## src/rtl/tmr8_pkg.sv

```systemverilog
package tmr8_pkg;

    typedef enum logic [0:0] {
        ST_STOP  = 1'b0,
        ST_COUNT = 1'b1
    } run_state_t;

endpackage

```

## src/rtl/tmr8_prescaler.sv

```systemverilog
module tmr8_prescaler #(
    parameter int PRE_W = 8,
    parameter int SEL_W = 3
) (
    input  logic             clk,
    input  logic             rst_n,
    input  logic             clear,
    input  logic [SEL_W-1:0] rate_sel,
    output logic             tick
);
    localparam int NCODES = 1 << SEL_W;

    logic [PRE_W-1:0]  pre_q;
    logic [NCODES-1:0] hit;

    // Each rate code compares a different number of low bits with all-ones.
    generate
        for (genvar g = 0; g < NCODES; g++) begin : g_rate
            localparam logic [PRE_W-1:0] MASK = {PRE_W{1'b1}} >> g;
            assign hit[g] = (pre_q & MASK) == MASK;
        end
    endgenerate

    assign tick = !clear && hit[rate_sel];

    always_ff @(posedge clk or negedge rst_n) begin
        if (!rst_n) begin
            pre_q <= '0;
        end else if (clear) begin
            pre_q <= '0;
        end else begin
            pre_q <= pre_q + 1'b1;
        end
    end

    AST_TICK_SINGLE: assert property (@(posedge clk) disable iff (!rst_n)
        tick |=> !tick);

    AST_PRE_HELD: assert property (@(posedge clk) disable iff (!rst_n)
        clear |=> (pre_q == '0));

endmodule

```

## src/rtl/tmr8_counter.sv

```systemverilog
module tmr8_counter #(
    parameter int CNT_W = 8
) (
    input  logic             clk,
    input  logic             rst_n,
    input  logic             tick,
    input  logic             wr_en,
    input  logic [CNT_W-1:0] wr_data,
    output logic [CNT_W-1:0] cnt,
    output logic             ovf
);
    logic [CNT_W-1:0] cnt_q;

    assign cnt = cnt_q;
    assign ovf = tick && !wr_en && (cnt_q == {CNT_W{1'b1}});

    always_ff @(posedge clk or negedge rst_n) begin
        if (!rst_n) begin
            cnt_q <= '0;
        end else if (wr_en) begin
            cnt_q <= wr_data;
        end else if (tick) begin
            cnt_q <= cnt_q + 1'b1;
        end
    end

    AST_WR_PRIO: assert property (@(posedge clk) disable iff (!rst_n)
        wr_en |=> (cnt_q == $past(wr_data)));

    AST_WRAP_ZERO: assert property (@(posedge clk) disable iff (!rst_n)
        ovf |=> (cnt_q == '0));

endmodule

```

## src/rtl/tmr8_flag.sv

```systemverilog
module tmr8_flag (
    input  logic clk,
    input  logic rst_n,
    input  logic ovf,
    input  logic irq_en,
    input  logic clr,
    output logic flag
);
    logic flag_q;
    logic set_req;

    assign set_req = ovf && irq_en;
    assign flag    = flag_q;

    always_ff @(posedge clk or negedge rst_n) begin
        if (!rst_n) begin
            flag_q <= 1'b0;
        end else if (set_req) begin
            flag_q <= 1'b1;
        end else if (clr) begin
            flag_q <= 1'b0;
        end
    end

    AST_FLAG_SUPPRESS: assert property (@(posedge clk) disable iff (!rst_n)
        (!flag_q && !irq_en) |=> !flag_q);

    AST_FLAG_STICKY: assert property (@(posedge clk) disable iff (!rst_n)
        (flag_q && !clr) |=> flag_q);

    AST_SET_BEATS_CLR: assert property (@(posedge clk) disable iff (!rst_n)
        (ovf && irq_en && clr) |=> flag_q);

endmodule

```

## src/rtl/tmr8_interval_timer.sv

```systemverilog
module tmr8_interval_timer
    import tmr8_pkg::*;
#(
    parameter int CNT_W = 8,
    parameter int PRE_W = 8,
    parameter int SEL_W = 3
) (
    input  logic             clk,
    input  logic             rst_n,
    input  logic             run_en,
    input  logic [SEL_W-1:0] rate_sel,
    input  logic             irq_en,
    input  logic             cnt_wr,
    input  logic [CNT_W-1:0] cnt_wdata,
    input  logic             flag_clr,
    output logic [CNT_W-1:0] cnt_rdata,
    output logic             irq_flag
);
    run_state_t state_q, state_d;
    logic       pre_clear;
    logic       tick;
    logic       ovf;

    // Next-state logic: START and HALT transitions
    always_comb begin
        state_d = state_q;
        unique case (state_q)
            ST_STOP:  if (run_en)  state_d = ST_COUNT;
            ST_COUNT: if (!run_en) state_d = ST_STOP;
            default:  state_d = ST_STOP;
        endcase
    end

    always_ff @(posedge clk or negedge rst_n) begin
        if (!rst_n) begin
            state_q <= ST_STOP;
        end else begin
            state_q <= state_d;
        end
    end

    // Output decode from state
    always_comb begin
        unique case (state_q)
            ST_STOP:  pre_clear = 1'b1;
            ST_COUNT: pre_clear = 1'b0;
            default:  pre_clear = 1'b1;
        endcase
    end

    tmr8_prescaler #(.PRE_W(PRE_W), .SEL_W(SEL_W)) u_pre (
        .clk      (clk),
        .rst_n    (rst_n),
        .clear    (pre_clear),
        .rate_sel (rate_sel),
        .tick     (tick)
    );

    tmr8_counter #(.CNT_W(CNT_W)) u_cnt (
        .clk     (clk),
        .rst_n   (rst_n),
        .tick    (tick),
        .wr_en   (cnt_wr),
        .wr_data (cnt_wdata),
        .cnt     (cnt_rdata),
        .ovf     (ovf)
    );

    tmr8_flag u_flag (
        .clk    (clk),
        .rst_n  (rst_n),
        .ovf    (ovf),
        .irq_en (irq_en),
        .clr    (flag_clr),
        .flag   (irq_flag)
    );

    AST_HALT_HOLD: assert property (@(posedge clk) disable iff (!rst_n)
        (state_q == ST_STOP && !cnt_wr) |=> $stable(cnt_rdata));

    AST_STOP_NO_TICK: assert property (@(posedge clk) disable iff (!rst_n)
        (state_q == ST_STOP) |-> !tick);

    AST_START: assert property (@(posedge clk) disable iff (!rst_n)
        (state_q == ST_STOP && run_en) |=> (state_q == ST_COUNT));

endmodule

```

## config.mk

```make
export PLATFORM = sky130hd
export DESIGN_NAME = tmr8_interval_timer
export DESIGN_NICKNAME = d
export VERILOG_FILES = /design/src/rtl/tmr8_pkg.sv /design/src/rtl/tmr8_prescaler.sv /design/src/rtl/tmr8_counter.sv /design/src/rtl/tmr8_flag.sv /design/src/rtl/tmr8_interval_timer.sv
export SDC_FILE = /design/constraint.sdc
export NUM_CORES = 1
export LEC_CHECK = 0
export BUFFER_PORTS_ARGS = -buffer_cell sky130_fd_sc_hd__buf_2
export CORE_UTILIZATION = 45
export CTS_CLUSTER_SIZE = 10
export DETAILED_ROUTE_END_ITERATION = 6
export MAX_ROUTING_LAYER = met4
export PLACE_DENSITY = 0.74
export SYNTH_ARGS = -nofsm -noshare
export SYNTH_HDL_FRONTEND = slang
export SYNTH_SLANG_ARGS = --single-unit
```

## constraint.sdc

```tcl
create_clock -name clk -period 1.94 [get_ports clk]
set_input_delay 0.194 -clock clk [delete_from_list [all_inputs] [get_ports clk]]
set_output_delay 0.194 -clock clk [all_outputs]
set_load 0.1 [all_outputs]
```

==> results.json <==
{
  "start_util_pct": 48.95,
  "grt_max_degree": 19,
  "overflow": 0,
  "crit_required_ps": 2140,
  "routabilityCongestion": 0.8497,
  "synth-simple-area-share_pct": 25.96,
  "htree_levels": 1,
  "io_pins": 26,
  "min_period_ps": 1965,
  "drive_gt1_share_pct": 42.48,
  "synth_top_family_by_area": "simple AND/OR/NAND/NOR gates",
  "critical_path_peak_fanout": 6,
  "endpoint_kind": "register",
  "switchingPower_mw": 0.4052,
  "pre_cts_slack_ps": -150.6,
  "vias": 1075,
  "final_area_um2": 1523,
  "n_antenna_cell": 0,
  "routed_via_density": 5.939,
  "clock_latency_ps": 300,
  "hold_viol": 0,
  "finalCritPeriodShare_pct": 101.3,
  "syn-cell-area_um2": 1104,
  "clock.fmax_mhz": 508.9,
  "drv_cap": 0,
  "fin_hold_ws_ps": 119.1,
  "synth_cell_types": 41,
  "mostFrequentLayoutCell": "buf_2",
  "synth_xor_xnor_area_share_pct": 3.175,
  "grt_pass1_vias": 1067,
  "synth_mux_area_share_pct": 0.9070,
  "rsz0062_at_grt": "yes",
  "slew_violations": 0,
  "cpMostUsedCell": "ha_4",
  "clockRootBuffer": "clkbuf_4",
  "synth_nets": 132,
  "synth_compound_area_share_pct": 20.98,
  "p_leak_nw": 0.6680,
  "drc": 0,
  "internal-power_mw": 0.6332,
  "ant_nets": 0,
  "antenna_found_initial": 0,
  "core_area_um2": 2255,
  "dp_cells": 170,
  "final_cell_mix": "buf_2, buf_4, dfrtp_1",
  "cp_top_family": "compound AO/OA/AOI/OAI gates",
  "num_rows": 17,
  "cts_tree": "yes",
  "synth_warnings": 0,
  "path_cells": "ha_4, and3_4, ha_4, and4bb_4, a31o_4, o41a_1, a221o_1",
  "slew_headroom_pct": 67.84,
  "syn_inst": 111,
  "die_w_um": 51.52,
  "vdd_drop_max_mv": 0.5051,
  "totalWireLength_um": 2763,
  "nNetsFinal": 175,
  "worst_pin_slew_ps": 485.7,
  "path_clk_slew_ps": 110,
  "setup_viol": 4,
  "highest_layer": "met4",
  "drt_pass1_iterations": 5,
  "finalClockSkew_ps": 10.26,
  "dp_hpwl_um": 1884,
  "wl_met1_um": 1164,
  "port_buffers": 25,
  "fill_cells": 191,
  "routed-wl-met2_um": 1354,
  "dieArea_um2": 2654,
  "max_stage_delay_ps": 410,
  "seq_power_share_pct": 41.8,
  "finish.utilization_pct": 67.54,
  "status": "complete, but fails checks",
  "synth_fa_ha_area_share_pct": 4.535,
  "fin_total_pwr_mw": 1.038,
  "swShare_pct": 39.02,
  "crit_arrival_ps": 2160,
  "clkPwrFrac_pct": 22.9,
  "die_h_um": 51.52,
  "path_class": "register to register",
  "crit_slowest_cell": "dfrtp_1",
  "yosys_register_bits": 18,
  "syn2layout_area_growth_pct": 37.98,
  "pwr_density_cell_nw_per_um2": 682.0,
  "setup_slack_ps": -24.97,
  "ys_seq_area_share_pct": 40.82,
  "max-clock-path-buffers": 2,
  "hp-class": "input pin to register",
  "setup_tns_ps": -55.87,
  "finalNonFillerCells": 181,
  "gr-usage-all-layers_pct": 24.65,
  "p_comb_share_pct": 35.2,
  "wire_per_inst_um": 15.27,
  "cts.sinks": 18,
  "crit_buf_inv": 0,
  "dpl_cell_area_um2": 1343,
  "grt_pass1_wl_um": 4636,
  "numCtsBuffers": 3,
  "met3_length_um": 163,
  "avgSynthCellArea_um2": 9.942,
  "crit_path_start_kind": "register",
  "drtIter0Drc": 29,
  "violations": "negative setup slack"
}
## synthesized netlist by cell type, drive strengths merged
master,n,area (µm²)
clkbuf,2,7.510
o211ai,3,22.52
nor4,4,25.02
ha,4,50.05
o21ai,1,5.000
a311oi,1,8.760
and4bb,1,16.27
and2,6,37.54
and3,4,25.02
or3,1,6.260
nand4,3,18.77
or2,1,6.260
a2bb2oi,1,8.760
a211o,1,8.760
a41oi,1,8.760
mux2i,1,10.01
inv,1,3.750
o31ai,2,15.01
o211a,1,10.01
dfrtp,18,450.4
a21oi,2,10.01
nand2,5,18.77
o41a,3,33.78
a22o,1,8.760
buf,4,28.78
nor3b,2,15.01
a31oi,3,18.77
and4,1,8.760
nand2b,1,6.260
nand3,8,40.04
nor2b,5,31.28
o311ai,2,17.52
nand4b,1,8.760
o41ai,1,8.760
a221o,3,30.03
nor2,6,22.52
a22oi,1,7.510
a31o,1,8.760
xnor2,4,35.03
## final cells by class
| class | instances | area [µm²] | area share (%) |
|---|---|---|---|
| timing repair buffer | 44 | 276.5 | 18.16 |
| inverter | 1 | 3.754 | 0.2465 |
| tap | 28 | 35.03 | 2.301 |
| clock buffer | 4 | 36.28 | 2.383 |
| sequential | 18 | 457.9 | 30.07 |
| multi-input combinational | 86 | 713.2 | 46.84 |
## routing by layer
layer  up-vias  track usage (%)
met5         -                -
met4         0            10.81
met3         8            6.725
met2        40            39.39
met1       508            29.10
li1        519                -
## kinds of logic after synthesis
family          after synthesis
compound gates               28
xor+xnor                      4
flops                        18
mux                           1
simple gates                 49
fa+ha+maj                     4
buf+inv                       7
## worst paths after layout
check                                         startpoint  slack (ps)  cells after the start                  endpoint
worst max register to register  u_pre.pre_q[1]$_DFF_PN0_         -20                      7  u_cnt.cnt[7]$_DFFE_PN0P_
worst min register to register   u_flag.flag$_DFFE_PN0P_         500                      2   u_flag.flag$_DFFE_PN0P_
worst min-delay path                        cnt_wdata[5]         120                      2  u_cnt.cnt[5]$_DFFE_PN0P_
min in group asynchronous                          rst_n         330                      2  u_cnt.cnt[5]$_DFFE_PN0P_
max in group asynchronous                          rst_n        1310                      2  u_cnt.cnt[2]$_DFFE_PN0P_
worst max-delay path            u_pre.pre_q[1]$_DFF_PN0_         -20                      7  u_cnt.cnt[7]$_DFFE_PN0P_
## timing repair
item / 4_1_cts / 5_1_grt
endpoints found under the setup margin: 9 / 8
endpoints found under the hold margin: 19 / 0
buffers inserted: 4 / 1
pin swaps: 3 / 6
resized for setup: 9 / 7
hold buffers: 2 / 0
## sequential cells by signal (all words and copies together) (netlist names)
signal       cells
u_pre.pre_q      8
u_cnt.cnt        8
u_flag.flag      1
state_q          1
## power groups by stage
stage	clock network (mW)	logic [mW]	registers, mW
5_1_grt	0.262	0.389	0.440
2_1_floorplan	0	0.102	0.572
3_5_place_dp	0	0.324	0.440
3_3_place_gp	0	0.320	0.438
6_report	0.238	0.366	0.434
4_1_cts	0.246	0.345	0.432
(Power assumes the default switching activity.)
